--- config.mk ---
export PLATFORM = sky130hd
export DESIGN_NAME = tmrclk_base_sel
export DESIGN_NICKNAME = d
export VERILOG_FILES = /design/src/rtl/tcb_pkg.sv /design/src/rtl/tcb_prescale.sv /design/src/rtl/tcb_cfg.sv /design/src/rtl/tcb_tick_div.sv /design/src/rtl/tmrclk_base_sel.sv
export SDC_FILE = /design/constraint.sdc
export NUM_CORES = 1
export LEC_CHECK = 0
export CORE_AREA = 2 2 44 87
export CTS_CLUSTER_SIZE = 40
export DETAILED_ROUTE_END_ITERATION = 10
export DIE_AREA = 0 0 46 89
export DONT_BUFFER_PORTS = 1
export PLACE_DENSITY = 0.71
export SYNTH_ARGS = -nofsm -noshare
export SYNTH_HDL_FRONTEND = slang
export SYNTH_SLANG_ARGS = --single-unit
--- constraint.sdc ---
create_clock -name clk -period 5.65 [get_ports clk]
set_input_delay 1.13 -clock clk [delete_from_list [all_inputs] [get_ports clk]]
set_output_delay 1.13 -clock clk [all_outputs]
set_load 0.05 [all_outputs]
--- src/rtl/tcb_pkg.sv ---
package tcb_pkg;
   localparam int BASE_W    = 3;
   localparam int NUM_BASES = 7;
   localparam int NUM_SRC   = 4;

   typedef enum logic [1:0] {
      SRC_4M  = 2'd0,
      SRC_12M = 2'd1,
      SRC_48M = 2'd2,
      SRC_1M  = 2'd3
   } src_e;

   localparam logic [BASE_W-1:0] BASE_RESET = 3'd2;
   localparam logic [BASE_W-1:0] BASE_FIRST_DIV = 3'd3;

   function automatic logic base_divided(logic [BASE_W-1:0] b);
      return b >= BASE_FIRST_DIV;
   endfunction

   function automatic logic base_legal(logic [BASE_W-1:0] b);
      return int'(b) < NUM_BASES;
   endfunction

   function automatic src_e base_source(logic [BASE_W-1:0] b);
      case (b)
         3'd0, 3'd4: return SRC_4M;
         3'd1, 3'd5: return SRC_12M;
         3'd3:       return SRC_1M;
         default:    return SRC_48M;
      endcase
   endfunction
endpackage

--- src/rtl/tcb_prescale.sv ---
module tcb_prescale
   import tcb_pkg::*;
#(
   parameter int RATIO_4M  = 12,
   parameter int RATIO_12M = 4,
   parameter int RATIO_1M  = 48
) (
   input  logic               clk,
   input  logic               rst_n,
   output logic [NUM_SRC-1:0] src_pulse
);
   function automatic int ratio_of(int idx);
      case (idx)
         0:       return RATIO_4M;
         1:       return RATIO_12M;
         3:       return RATIO_1M;
         default: return 1;
      endcase
   endfunction

   if (RATIO_4M < 1 || RATIO_12M < 1 || RATIO_1M < 1) begin : g_bad_ratio
      $error("tcb_prescale: every ratio must be at least 1");
   end

   for (genvar i = 0; i < NUM_SRC; i++) begin : g_src
      localparam int R = ratio_of(i);
      if (R == 1) begin : g_full
         assign src_pulse[i] = 1'b1;
      end else begin : g_div
         localparam int CW = $clog2(R);
         localparam logic [CW-1:0] LAST = CW'(R - 1);
         logic [CW-1:0] cnt_q;
         always_ff @(posedge clk) begin
            if (!rst_n)             cnt_q <= '0;
            else if (cnt_q == LAST) cnt_q <= '0;
            else                    cnt_q <= cnt_q + 1'b1;
         end
         assign src_pulse[i] = (cnt_q == LAST);

         assert_src_single_R2: assert property (@(posedge clk) disable iff (!rst_n)
            src_pulse[i] |=> !src_pulse[i]);
      end
   end
endmodule

--- src/rtl/tcb_cfg.sv ---
module tcb_cfg
   import tcb_pkg::*;
#(
   parameter int DIV_W = 8
) (
   input  logic              clk,
   input  logic              rst_n,
   input  logic              cfg_wr,
   input  logic [BASE_W-1:0] cfg_base,
   input  logic [DIV_W-1:0]  cfg_div,
   input  logic              cfg_cnt0_en,
   output logic [BASE_W-1:0] base_q,
   output logic [DIV_W-1:0]  div_q,
   output logic              cnt0_q,
   output logic              err_q,
   output logic              accept,
   output logic              cnt0_avail
);
   logic reject;

   always_comb begin
      reject = !base_legal(cfg_base) ||
               (cfg_cnt0_en && base_divided(cfg_base));
      accept = cfg_wr && !reject;
   end

   always_ff @(posedge clk) begin
      if (!rst_n) begin
         base_q <= BASE_RESET;
         div_q  <= '0;
         cnt0_q <= 1'b0;
         err_q  <= 1'b0;
      end else if (cfg_wr) begin
         err_q <= reject;
         if (!reject) begin
            base_q <= cfg_base;
            div_q  <= cfg_div;
            cnt0_q <= cfg_cnt0_en;
         end
      end
   end

   assign cnt0_avail = !base_divided(base_q);

   assert_base_legal_R4: assert property (@(posedge clk) disable iff (!rst_n)
      int'(base_q) < NUM_BASES);
   assert_no_clash_R6: assert property (@(posedge clk) disable iff (!rst_n)
      cnt0_q |-> !base_divided(base_q));
   assert_reject_keeps_R7: assert property (@(posedge clk) disable iff (!rst_n)
      (cfg_wr && reject) |=> ($stable(base_q) && $stable(div_q) && $stable(cnt0_q) && err_q));
endmodule

--- src/rtl/tcb_tick_div.sv ---
module tcb_tick_div
   import tcb_pkg::*;
#(
   parameter int DIV_W = 8
) (
   input  logic               clk,
   input  logic               rst_n,
   input  logic               restart,
   input  logic [BASE_W-1:0]  base_q,
   input  logic [DIV_W-1:0]   div_q,
   input  logic [NUM_SRC-1:0] src_pulse,
   output logic               tick
);
   if (DIV_W < 1 || DIV_W > 16) begin : g_bad_width
      $error("tcb_tick_div: DIV_W out of range");
   end

   logic [DIV_W-1:0] cnt_q;
   logic [DIV_W-1:0] lim;
   logic             pulse;
   logic             divided;

   always_comb begin
      pulse   = src_pulse[base_source(base_q)];
      divided = base_divided(base_q);
      lim     = (div_q == '0) ? {DIV_W{1'b1}} : div_q - 1'b1;
   end

   always_ff @(posedge clk) begin
      if (!rst_n || restart) begin
         cnt_q <= '0;
         tick  <= 1'b0;
      end else if (!pulse) begin
         tick  <= 1'b0;
      end else if (!divided) begin
         tick  <= 1'b1;
      end else if (cnt_q >= lim) begin
         cnt_q <= '0;
         tick  <= 1'b1;
      end else begin
         cnt_q <= cnt_q + 1'b1;
         tick  <= 1'b0;
      end
   end

   assert_restart_clears_R7: assert property (@(posedge clk) disable iff (!rst_n)
      restart |=> (!tick && cnt_q == '0));
   assert_tick_needs_src_R3: assert property (@(posedge clk) disable iff (!rst_n)
      (tick && !$past(restart)) |-> $past(pulse));
endmodule

--- src/rtl/tmrclk_base_sel.sv ---
module tmrclk_base_sel
   import tcb_pkg::*;
#(
   parameter int DIV_W     = 8,
   parameter int RATIO_4M  = 12,
   parameter int RATIO_12M = 4,
   parameter int RATIO_1M  = 48
) (
   input  logic             clk,
   input  logic             rst_n,
   input  logic             cfg_wr,
   input  logic [2:0]       cfg_base,
   input  logic [DIV_W-1:0] cfg_div,
   input  logic             cfg_cnt0_en,
   output logic             tick,
   output logic             cnt0_avail,
   output logic             cnt0_active,
   output logic             cfg_err
);
   logic [BASE_W-1:0]  base_q;
   logic [DIV_W-1:0]   div_q;
   logic               accept;
   logic [NUM_SRC-1:0] src_pulse;

   tcb_prescale #(
      .RATIO_4M (RATIO_4M),
      .RATIO_12M(RATIO_12M),
      .RATIO_1M (RATIO_1M)
   ) u_pre (
      .clk      (clk),
      .rst_n    (rst_n),
      .src_pulse(src_pulse)
   );

   tcb_cfg #(.DIV_W(DIV_W)) u_cfg (
      .clk        (clk),
      .rst_n      (rst_n),
      .cfg_wr     (cfg_wr),
      .cfg_base   (cfg_base),
      .cfg_div    (cfg_div),
      .cfg_cnt0_en(cfg_cnt0_en),
      .base_q     (base_q),
      .div_q      (div_q),
      .cnt0_q     (cnt0_active),
      .err_q      (cfg_err),
      .accept     (accept),
      .cnt0_avail (cnt0_avail)
   );

   tcb_tick_div #(.DIV_W(DIV_W)) u_div (
      .clk      (clk),
      .rst_n    (rst_n),
      .restart  (accept),
      .base_q   (base_q),
      .div_q    (div_q),
      .src_pulse(src_pulse),
      .tick     (tick)
   );

   assert_active_avail_R5: assert property (@(posedge clk) disable iff (!rst_n)
      cnt0_active |-> cnt0_avail);
endmodule

==> results of run 1 <==
==> stage by stage <==
| step | util, % | instances | setup slack, ns | power (mW) | hold WS [ns] |
|---|---|---|---|---|---|
| 5_1_grt | 59.37 | 254 | 2.302 | 0.5532 | 0.4565 |
| 3_3_place_gp | 56.67 | 246 | 2.761 | 0.3448 | 0.4130 |
| 3_5_place_dp | 56.67 | 246 | 2.689 | 0.3499 | 0.4361 |
| 6_report | 59.37 | 254 | 2.665 | 0.5266 | 0.4474 |
| 2_1_floorplan | - | 222 | 3.095 | 0.3367 | 0.4049 |
| 4_1_cts | 59.37 | 254 | 2.670 | 0.5318 | 0.4474 |
==> worst max path at each step <==
stage                     endpoint  slack, ns  depth (start not counted)
CTS                 u_div.cnt_q[6]       2.67                         11
global route        u_div.cnt_q[7]       2.30                         10
detailed placement  u_div.cnt_q[6]       2.69                         11
floorplan           u_div.cnt_q[4]       3.09                         12
finish              u_div.cnt_q[6]       2.67                         11
global placement    u_div.cnt_q[7]       2.76                         10
==> area by class of cell <==
class                      count  area (um^2)  area share (%)
timing repair buffer           1        7.507          0.3743
multi-input combinational    173         1164           58.02
sequential                    34        680.7           33.94
tap                           32        40.04           1.996
clock inverter                 1        5.005          0.2495
clock buffer                   7        86.33           4.304
inverter                       6        22.52           1.123
==> per-layer routing <==
layer  track usage (%)  vias to the layer above  routed length [um]
met5                 0                        -                   0
met4             9.351                        0                  80
met3             2.828                        9                 102
met2             40.28                       28                2205
met1             20.66                      742                1376
li1                  -                      776                   -
==> cell usage in the layout, fill, tap and decap left out, types with 3 or more instances in the layout <==
cell	Yosys	routed
a21boi_0	10	10
a21oi_1	10	10
and2_1	3	3
clkbuf_8	0	6
dfxtp_1	34	34
ha_1	14	14
inv_1	6	6
nand2_1	44	44
nand2b_1	4	4
nand3_1	9	9
nor2_1	19	19
nor2b_1	3	3
nor3_1	3	3
nor3b_1	3	3
o21ai_0	6	6
o22ai_1	4	4
o32a_2	5	5
o41ai_4	3	3
xnor2_1	3	3
xor2_1	5	5
==> power groups by stage <==
stage | clock network, mW | registers, mW | logic, mW
global route | 0.196 | 0.269 | 0.0880
finish | 0.183 | 0.268 | 0.0758
CTS | 0.187 | 0.268 | 0.0770
detailed placement | 0 | 0.273 | 0.0767
floorplan | 0 | 0.270 | 0.0663
global placement | 0 | 0.272 | 0.0726
==> flip-flops by register name, indices dropped and copies added, names as in the netlist <==
| name | count |
|---|---|
| u_div.cnt_q | 8 |
| u_cfg.cnt0_q | 1 |
| u_cfg.err_q | 1 |
| u_cfg.div_q | 8 |
| u_div.tick | 1 |
| u_cfg.base_q | 3 |
| u_pre.g_src.g_div.cnt_q | 12 |
==> critical path: stages (launching register included) <==
cell and delay (ns):
dfxtp_1 0.34, inv_1 0.09, ha_1 0.15, nor3b_1 0.32
and2_1 0.24, nor2_1 0.07, ha_1 0.30, a211o_1 0.31
a31oi_2 0.22, o41ai_4 0.13, nand2b_1 0.38, o41ai_4 0.35
==> cell families (layout without fill, tap and decap cells) <==
logic type      after synthesis  in the layout  share of synthesized area, %
simple gates                 99             99                         24.14
compound gates               51             51                         23.22
flops                        34             34                         35.49
buf+inv                      15             15                         3.848
fa+ha+maj                    14             14                         9.133
xor+xnor                      8              8                         3.653
mux                           1              1                        0.5219
==> impl_summary.log, run 1 <==
[metrics] status: completed
[metrics] wire length of the first global-routing pass: approximately 6400 um
[metrics] Starting DRT DRC Count: 27
[metrics] starting density of the core: between 50% and 60%
[metrics] final hold violation count: 0
[metrics] synthesized instance count: 222
[metrics] count of buffers from port buffering: 0
[metrics] post-synth net total: 251
[metrics] fin crit period: about 3 ns
[metrics] type of the worst min-delay path: reg2reg
[metrics] element type at the critical path start: flop
[metrics] Yosys reg bits: 34
[metrics] power dissipated by switching net loads: approximately 150 uW
[metrics] combined area of all synthesized cells: 1918 um^2
[metrics] Post-Synthesis Mean Instance Area: between 8 and 9 um^2
[metrics] number of rows created at floorplan: 30
[metrics] number of buffers between clock root and the deepest sink: 2
[metrics] # diodes: 0
[metrics] remaining antenna violation count: 0
[metrics] vias post-DR: about 1600
[metrics] crit share post-route: between 50% and 60%
[metrics] final count of pins violating max slew: 0
[metrics] Static Leak: around 0.85 nW
[metrics] most common flop cell mapped by yosys: dfxtp_1
[metrics] portion of synthesized cell area occupied by the leading cell type: between 30% and 40%
[metrics] crit path capture type: flop
[metrics] sequential share of power: between 50 and 60%
[metrics] Register-to-Register Path Depth: 11
[metrics] count of cells along the worst hold path: 1
[metrics] data required time at the worst endpoint: about 5.8 ns
[metrics] setup-violating endpoint count in the final report: 0
[metrics] RSZ-0062 raised after global routing: false
[metrics] global route total overflow: 0
[metrics] internal power summed over all cells: about 380 uW
[metrics] Post-CTS Hold Fix Bufs: 0
[metrics] CTS HTree Levels: 2
[metrics] clock tree from TritonCTS: yes
[metrics] post-DR vias/cell: just over 6
[metrics] Non-Filler Cell Area, Final: between 2000 and 2500 um^2
[metrics] initial antenna violation count: 0
[metrics] Max rail drop VDD: 258.7 uV
[metrics] area inside the core boundary: ~3400 um^2
[metrics] DR DRC count: 0
[metrics] capture point of the worst reg-to-reg path: u_div.cnt_q[6]
[metrics] cell accounting for the most synthesized area: dfxtp_1
[metrics] Post-DP HPWL: roughly 3000 um
[metrics] synth unique cells: 43
[metrics] Area growth, synth to finish: 4.566%
[metrics] Total Routing Usage GR: between 20% and 30%
[metrics] relative contribution of combinational cells to total power: ~14%
[metrics] Skew-Pair Late Insertion Delay: between 0.2 and 0.3 ns
[metrics] proportion of synthesized chip area in sequential cells: 35.49%
[metrics] detailed-router iteration count before antenna repair: 4
[metrics] number of buffers added for setup after CTS: 0
[metrics] Syn. warnings: 0
[metrics] leading post-synthesis cells by instance count: nand2_1, dfxtp_1, nor2_1, ha_1
[metrics] launch point of the worst hold path: u_pre.g_src[1].g_div.cnt_q[0]
[metrics] Die Y: 89 um
[metrics] transition time of the tightest slew-check pin: approximately 1.1 ns
[metrics] CTS Root Cell: clkbuf_8
[metrics] endpoint arrival time on the critical path: roughly 3.2 ns
[metrics] power density over the cells: approximately 260 nW/um^2
[metrics] via count of the first global-routing pass: 1520
[metrics] placed instance area: approximately 1900 um^2
[metrics] proportion of synthesized flip-flops having asynchronous set or reset: 0%
[metrics] Die Footprint: 4094 um^2
[metrics] most frequent cell after synthesis: nand2_1
[metrics] kind of critical path: reg2reg
[metrics] biggest area contributors in the synthesized netlist: dfxtp_1, ha_1, nand2_1
[metrics] Total Wirelength: approximately 3800 um
[metrics] clock network fraction of total power: between 30% and 40%
[metrics] CTS Buf Count: 5
[metrics] placer congestion estimate: around 0.83
[metrics] Max-Slew Margin vs Limit: a little under a quarter
[metrics] Final Skew: approximately 0.0065 ns
[metrics] startpoint of the worst setup timing path: u_cfg.div_q[0]
[metrics] Num Clock Sinks: 34
[metrics] share of layout cells above drive strength 1: 11.26%
[metrics] Top-Level Pins: 19
[metrics] Worst Path Max Fanout: 8
[metrics] fill cell count: slightly above 300
[metrics] launch instance of the worst register-to-register path: u_cfg.div_q[0]
[metrics] CTS-repair resized insts: 0
[metrics] TNS Setup: 0 ns
[metrics] number of enable-type register cells in the synthesized netlist: 0
[metrics] maximum number of pins on one net before global-route repair: 30
[metrics] end point of the most critical hold path: u_pre.g_src[1].g_div.cnt_q[0]
[metrics] highest clock frequency the design can meet: about 0.34 GHz
[metrics] number of nets in the final layout: 250
[metrics] Switching Share: between 20 and 30%
[metrics] Avg WL per Cell: ~15 um
[metrics] worst reg-to-reg setup slack: about 2.7 ns
[metrics] width of the die: between 40 and 50 um
[metrics] maximum capacitance violations: 0
[metrics] clock slew at reported path FFs: about 0.070 ns
(Power assumes the default switching activity.)
==> run 2: changes to the inputs <==
CORE_AREA = 2 2 45 88   (was 2 2 44 87)
DIE_AREA = 0 0 47 90   (was 0 0 46 89)
PLACE_DENSITY = 0.72   (was 0.71)
clock period = 2.7 ns   (was 5.65 ns; I/O delays follow)
==> run 2 against run 1 <==
Against the previous run: final cell count increased by 11%; combinational power increased to 2.5 times the previous value; worst hold slack got worse by 0.13 ns; maximum frequency increased by 16%; non-clock buffer count increased by 12; first-iteration DRC count increased by 41%; clock skew increased by 0.0019 ns; critical path type unchanged; largest cell class unchanged.
==> impl_summary.log, run 2 (synthesis gave the netlist of run 1 again) <==
[metrics] wire length of the first global-routing pass: 6479 um (+1.1%)
[metrics] placer congestion estimate: 0.8845 (+6.2%)
[metrics] Num Clock Sinks: 34 (unchanged)
[metrics] crit share post-route: 95.42% (+43 points)
[metrics] CTS Buf Count: 5 (unchanged)
[metrics] Register-to-Register Path Depth: 12 (+1)
[metrics] Top-Level Pins: 19 (unchanged)
[metrics] GR met2 Demand/Resource: 36.42% (-3.9 points)
[metrics] Avg WL per Cell: 14.14 um (-4.5%)
[metrics] element type at the critical path start: flop
[metrics] width of the die: 47 um (+2.2%)
[metrics] share of layout cells above drive strength 1: 18.80% (+7.5 points)
[metrics] Non-Filler Cell Area, Final: 2173 um^2 (+8.4%)
[metrics] area occupied by multi-input gates: 1215 um^2 (+4.4%)
[metrics] kind of critical path: reg2reg
[metrics] data required time at the worst endpoint: 2.89 ns (-2.95 ns)
[metrics] setup-violating endpoint count in the final report: 0 (unchanged)
[metrics] most common cell after layout, fill and taps aside: nand2_1
[metrics] transition time of the tightest slew-check pin: 0.5551 ns (-0.5852 ns)
[metrics] CTS HTree Levels: 2 (unchanged)
[metrics] Total Routing Usage GR: 20.85% (-0.17 points)
[metrics] Worst Path Max Fanout: 7 (-1)
[metrics] clock tree from TritonCTS: yes
[metrics] vias post-DR: 1606 (+3.3%)
[metrics] Area growth, synth to finish: 13.31%
[metrics] Switching Share: 28.23% (+0.27 points)
[metrics] number of rows created at floorplan: 31 (+3.3%)
[metrics] Post-DP HPWL: 2959 um (-1.3%)
[metrics] Max-Slew Margin vs Limit: 62.60% (+39 points)
[metrics] Skew-Pair Late Insertion Delay: 0.29 ns (about the same)
[metrics] power density over the cells: 523.7 nW/um^2 (+99%)
[metrics] count of buffers from port buffering: 0 (unchanged)
[metrics] highest-utilization routing layer at the global route stage: met2
[metrics] endpoint arrival time on the critical path: 2.77 ns (-0.41 ns)
[metrics] number of placed instances, taps included: 274 (+11%)
[metrics] initial antenna violation count: 0 (unchanged)
[metrics] starting density of the core: 53.75% (-3.0 points)
[metrics] highest-count cells in the layout ignoring fill and taps: nand2_1, dfxtp_1, nor2_1
[metrics] power dissipated by switching net loads: 321.2 uW (+120%)
[metrics] Max rail drop VDD: 528.1 uV (+100%)
[metrics] Total Wirelength: 4003 um (+6.3%)
[metrics] post-DR vias/cell: 5.675 (-7.3%)
[metrics] Regs by FF count: u_pre.g_src.g_div.cnt_q x12, u_cfg.div_q x8, u_div.cnt_q x8
[metrics] sequential share of power: 49.1% (-1.7 points)
[metrics] Final Skew: 0.008396 ns (+0.001921 ns)
[metrics] relative contribution of combinational cells to total power: 17.0% (+2.6 points)
[metrics] GR met1 Demand/Resource: 22.77% (+2.1 points)
[metrics] maximum capacitance violations: 0 (unchanged)
[metrics] flip-flop count of the largest register after layout: 12 (unchanged)
[metrics] type of the worst min-delay path: in2reg
[metrics] final cell count without fillers: 283 (+11%)
[metrics] detailed-router iteration count before antenna repair: 4 (unchanged)
[metrics] register bank with the most flops: u_pre.g_src.g_div.cnt_q
[metrics] number of buffers between clock root and the deepest sink: 2 (unchanged)
[metrics] clock slew at reported path FFs: 0.07 ns (about the same)
[metrics] final hold violation count: 0 (unchanged)
[metrics] status: completed
[metrics] internal power summed over all cells: 816.8 uW (+120%)
[metrics] via count of the first global-routing pass: 1491 (-1.9%)
[metrics] number of nets in the final layout: 262 (+4.8%)
[metrics] # diodes: 0 (unchanged)
[metrics] remaining antenna violation count: 0 (unchanged)
[metrics] fin crit period: 2.576 ns (-0.4085 ns)
[metrics] crit path capture type: flop
[metrics] highest clock frequency the design can meet: 0.3881 GHz (+16%)
[metrics] combined flip-flop and latch cell area: 681.9 um^2 (+0.18%)
[metrics] Static Leak: 0.9336 nW (+9.5%)
[metrics] final count of pins violating max slew: 0 (unchanged)
[metrics] maximum number of pins on one net before global-route repair: 30 (unchanged)
[metrics] Die Y: 90 um (+1.1%)
[metrics] Starting DRT DRC Count: 38 (+41%)
[metrics] DR DRC count: 0 (unchanged)
[metrics] clock network fraction of total power: 33.9% (-0.9 points)
[metrics] placed instance area: 2018 um^2 (+5.4%)
[metrics] fill cell count: 343 (+13%)
[metrics] CTS Root Cell: clkbuf_8
[metrics] met3 demand-to-capacity share in global routing: 4.618% (+1.8 points)
[metrics] global route total overflow: 0 (unchanged)
[metrics] count of cells along the worst hold path: 1 (unchanged)
[metrics] Die Footprint: 4230 um^2 (+3.3%)
[metrics] area inside the core boundary: 3568 um^2 (+5.6%)
[run 2: cell types whose count changed in the layout (fill, tap and decap cells not counted), sizes merged]
cell,previous run,this run
buf,1,13
[run 2: layout make-up]
type | count | share of cell area [%]
Multi-Input combinational cell | 173 | 55.90
Inverter | 6 | 1.036
Timing Repair Buffer | 13 | 4.663
Sequential cell | 34 | 31.38
Clock inverter | 1 | 0.2303
Tap cell | 49 | 2.821
Clock buffer | 7 | 3.972
[run 2: path summary, 6_finish.rpt]
check | start | endpoint | slack [ns]
setup reg to reg | u_cfg.div_q[1] | u_div.cnt_q[4] | 0.12
setup / recovery | u_cfg.div_q[1] | u_div.cnt_q[4] | 0.12
hold reg to reg | u_pre.g_src[1].g_div.cnt_q[0] | u_pre.g_src[1].g_div.cnt_q[0] | 0.42
hold / removal | rst_n | u_cfg.base_q[1] | 0.32
[run 2: through the flow]
step | setup WS (ns) | hold slack [ns] | total power, mW | utilization (%) | setup TNS [ns]
floorplan | 0.1448 | 0.4049 | 0.7047 | - | 0
global placement | 0.1056 | 0.4208 | 0.7427 | 56.56 | 0
detailed placement | 0.04214 | 0.4181 | 0.7484 | 56.56 | 0
CTS | 0.01631 | 0.3085 | 1.136 | 59.12 | 0
global route | -0.005130 | 0.2974 | 1.198 | 60.90 | -0.005130
finish | 0.1236 | 0.3180 | 1.138 | 60.90 | 0
[run 2: power groups by stage]
stage / sequential, mW / clock [mW] / combinational [mW]
after floorplan: 0.566 / 0 / 0.139
after detailed placement: 0.567 / 0 / 0.181
final: 0.559 / 0.386 / 0.193
after CTS: 0.556 / 0.398 / 0.182
after global routing: 0.562 / 0.421 / 0.216
after global placement: 0.567 / 0 / 0.176
[run 2: per-layer routing]
layer | share of wire (%) | vias up
met2 | 57 | 35
met1 | 38 | 763
met3 | 3.2 | 5
met4 | 1.9 | 0
li1 | - | 803
met5 | 0 | -
[run 2: what timing repair did]
| action | in CTS | in global routing |
|---|---|---|
| hold buffers | 0 | 0 |
| hold endpoints to repair | 0 | 0 |
| setup buffers | 0 | 1 |
| endpoints found under the setup margin | 0 | 8 |
| resized for setup | 0 | 11 |
[run 2: worst max-delay path, cell delays in order (launching register included)]
cell,delay [ns]
dfxtp_1,0.31
inv_1,0.07
ha_1,0.15
nor3b_2,0.23
and2_4,0.20
nor2_1,0.05
ha_1,0.28
a211o_1,0.33
a31oi_4,0.17
o41ai_4,0.08
buf_4,0.17
o32a_2,0.39
o41ai_4,0.05
==> run 3: changes to the inputs <==
CORE_AREA = 2 2 44 87   (was 2 2 45 88)
CTS_BUF_LIST = sky130_fd_sc_hd__clkbuf_8   (was default)
DIE_AREA = 0 0 46 89   (was 0 0 47 90)
PLACE_DENSITY = 0.74   (was 0.72)
SLEW_MARGIN = 15   (was default)
==> run 3 against run 2 <==
Against the previous run: clock-buffer cell count down 1; sequential power hardly changed; highest routed layer unchanged; cell area is 3.9% higher; critical path depth unchanged; combinational power grew 16%; sequential share of layout area decreased by 1.2 points; core utilization increased by 5.9 points; clock power rose by 20%; setup slack got worse by 0.022 ns.
==> impl_summary.log, run 3 (synthesis gave the netlist of run 1 again) <==
[metrics] type of the worst min-delay path: in2reg
[metrics] buffers plus inverters on the worst setup path: 3 (+1)
[metrics] Hold Worst Slack: 0.3321 ns (+0.01409 ns)
[metrics] Final Skew: 0.004950 ns (-0.003446 ns)
[metrics] Worst Path Max Fanout: 7 (unchanged)
[metrics] number of rows created at floorplan: 30 (-3.2%)
[metrics] DR DRC count: 0 (unchanged)
[metrics] wire length of the first global-routing pass: 6837 um (+5.5%)
[metrics] RSZ-0062 raised after global routing: true
[metrics] width of the die: 46 um (-2.1%)
[metrics] maximum capacitance violations: 0 (unchanged)
[metrics] final cell count without fillers: 268 (-5.3%)
[metrics] Die Footprint: 4094 um^2 (-3.2%)
[metrics] Area growth, synth to finish: 17.68%
[metrics] transition time of the tightest slew-check pin: 0.5969 ns (+0.04173 ns)
[metrics] met3 demand-to-capacity share in global routing: 3.232% (-1.4 points)
[metrics] min setup slack post-route: 0.1018 ns (-0.02177 ns)
[metrics] clock slew at reported path FFs: 0.06 ns (about the same)
[metrics] element type at the critical path start: flop
[metrics] launch point of the worst hold path: rst_n
[metrics] starting density of the core: 56.78% (+3.0 points)
[metrics] vias post-DR: 1599 (-0.44%)
[metrics] Num Clock Sinks: 34 (unchanged)
[metrics] Static Leak: 0.9820 nW (+5.2%)
[metrics] share of layout cells above drive strength 1: 22.03% (+3.2 points)
[metrics] Skew-Pair Late Insertion Delay: 0.28 ns (about the same)
[metrics] startpoint of the worst setup timing path: u_cfg.div_q[5]
[metrics] Max rail drop VDD: 534.9 uV (+1.3%)
[metrics] clock tree from TritonCTS: yes
[metrics] final count of pins violating max slew: 0 (unchanged)
[metrics] maximum number of pins on one net before global-route repair: 30 (unchanged)
[metrics] area inside the core boundary: 3378 um^2 (-5.3%)
[metrics] number of nets in the final layout: 265 (+1.1%)
[metrics] Total Routing Usage GR: 22.93% (+2.1 points)
[metrics] global route total overflow: 0 (unchanged)
[metrics] flip-flop count of the largest register after layout: 12 (unchanged)
[metrics] register bank with the most flops: u_pre.g_src.g_div.cnt_q
[metrics] highest clock frequency the design can meet: 0.3849 GHz (-0.84%)
[metrics] Regs by FF count: u_pre.g_src.g_div.cnt_q x12, u_cfg.div_q x8, u_div.cnt_q x8
[metrics] most common cell after layout, fill and taps aside: nand2_1
[metrics] final hold violation count: 0 (unchanged)
[metrics] Critical Path Max Stage Delay: 0.37 ns (-0.02 ns)
[metrics] detailed-router iteration count before antenna repair: 4 (unchanged)
[metrics] number of placed instances, taps included: 260 (-5.1%)
[metrics] CTS HTree Levels: 2 (unchanged)
[metrics] GR met2 Demand/Resource: 40.91% (+4.5 points)
[metrics] Starting DRT DRC Count: 26 (-32%)
[metrics] # diodes: 0 (unchanged)
[metrics] kind of critical path: reg2reg
[metrics] remaining antenna violation count: 0 (unchanged)
[metrics] launch instance of the worst register-to-register path: u_cfg.div_q[5]
[metrics] Top-Level Pins: 19 (unchanged)
[metrics] Final Total Pwr: 1.245 mW (+9.4%)
[metrics] Worst path most repeated cell: buf_4
[metrics] data required time at the worst endpoint: 2.88 ns (about the same)
[metrics] final design utilization: 66.81% (+5.9 points)
[metrics] via count of the first global-routing pass: 1604 (+7.6%)
[metrics] fin crit period: 2.598 ns (+0.02177 ns)
[metrics] Total Wirelength: 4176 um (+4.3%)
[metrics] number of buffers between clock root and the deepest sink: 2 (unchanged)
[metrics] endpoint arrival time on the critical path: 2.78 ns (about the same)
[metrics] post-DR vias/cell: 5.966 (+5.1%)
[metrics] worst-path cell with the longest stage delay: o32a_2
[metrics] Post-DP HPWL: 3127 um (+5.7%)
[metrics] initial antenna violation count: 0 (unchanged)
[metrics] power density over the cells: 551.7 nW/um^2 (+5.4%)
[metrics] highest-count cells in the layout ignoring fill and taps: nand2_1, dfxtp_1, nor2_1
[metrics] Avg WL per Cell: 15.58 um (+10%)
[metrics] Die Y: 89 um (-1.1%)
[metrics] Top delay family on crit path: compound AO/OA/AOI/OAI gates
[metrics] Setup WS pre-CTS: -0.02051 ns (-0.06265 ns)
[metrics] highest-utilization routing layer at the global route stage: met2
[metrics] CP Cell Sequence: nor4_4 > buf_4 > buf_4 > and2_4 > nor2_1 > ha_1 > a211o_1 > a31oi_4 > o41ai_4 > buf_6 > o32a_2 > o41ai_2
[metrics] worst reg-to-reg setup slack: 0.10 ns (-0.02 ns)
[metrics] crit path capture type: flop
[metrics] count of buffers from port buffering: 0 (unchanged)
[metrics] crit share post-route: 96.23% (+0.81 points)
[metrics] setup-violating endpoint count in the final report: 0 (unchanged)
[metrics] CTS Root Cell: clkbuf_8
[metrics] CTS Buf Count: 5 (unchanged)
[metrics] Max-Slew Margin vs Limit: 59.79% (-2.8 points)
[metrics] placer congestion estimate: 0.7492 (-15%)
[metrics] status: completed
[metrics] GR met1 Demand/Resource: 23.63% (+0.86 points)
## run 3: cell count changes in the layout (fill, tap and decap cells not counted), sizes merged
cell and change:
buf +3, clkbuf -1, bufinv +1, clkinv -1
## run 3: layout make-up
type | count | area (um^2)
Multi-Input combinational cell | 173 | 1264
Fill cell | 287 | 1121
Sequential cell | 34 | 681.9
Timing Repair Buffer | 16 | 136.4
Clock buffer | 6 | 82.58
Tap cell | 32 | 40.04
Clock inverter | 1 | 30.03
Inverter | 6 | 22.52
## run 3: path summary, 6_finish.rpt
path                                         to  depth (start not counted)
setup / recovery                 u_div.cnt_q[3]                         12
hold reg to reg   u_pre.g_src[1].g_div.cnt_q[0]                          1
setup reg to reg                 u_div.cnt_q[3]                         12
hold / removal                  u_cfg.base_q[1]                          1
## run 3: repair_timing
item                       in CTS  in global routing
setup endpoints to repair       3                  9
pin swaps                       0                  7
hold buffers                    0                  0
setup buffers                   0                  1
gates resized for setup         1                 20
## run 3: power by group
group / switching, mW / total [mW] / internal, mW / leakage [nW]
clock: 0.169 / 0.464 / 0.295 / 0.0573
sequential: 0.0309 / 0.558 / 0.527 / 0.278
combinational: 0.123 / 0.223 / 0.0998 / 0.646
## run 3: stage by stage
step | area, um^2 | TNS [ns]
finish | 2257 | 0
global route | 2257 | -0.02661
CTS | 2150 | 0
detailed placement | 2032 | -0.02731
global placement | 2032 | 0
floorplan | 1918 | 0
## run 3: metal layers
metal	vias to the layer above	wire length, um
li1	807	-
met2	25	2429
met3	8	110
met5	-	0
met4	0	123
met1	759	1512
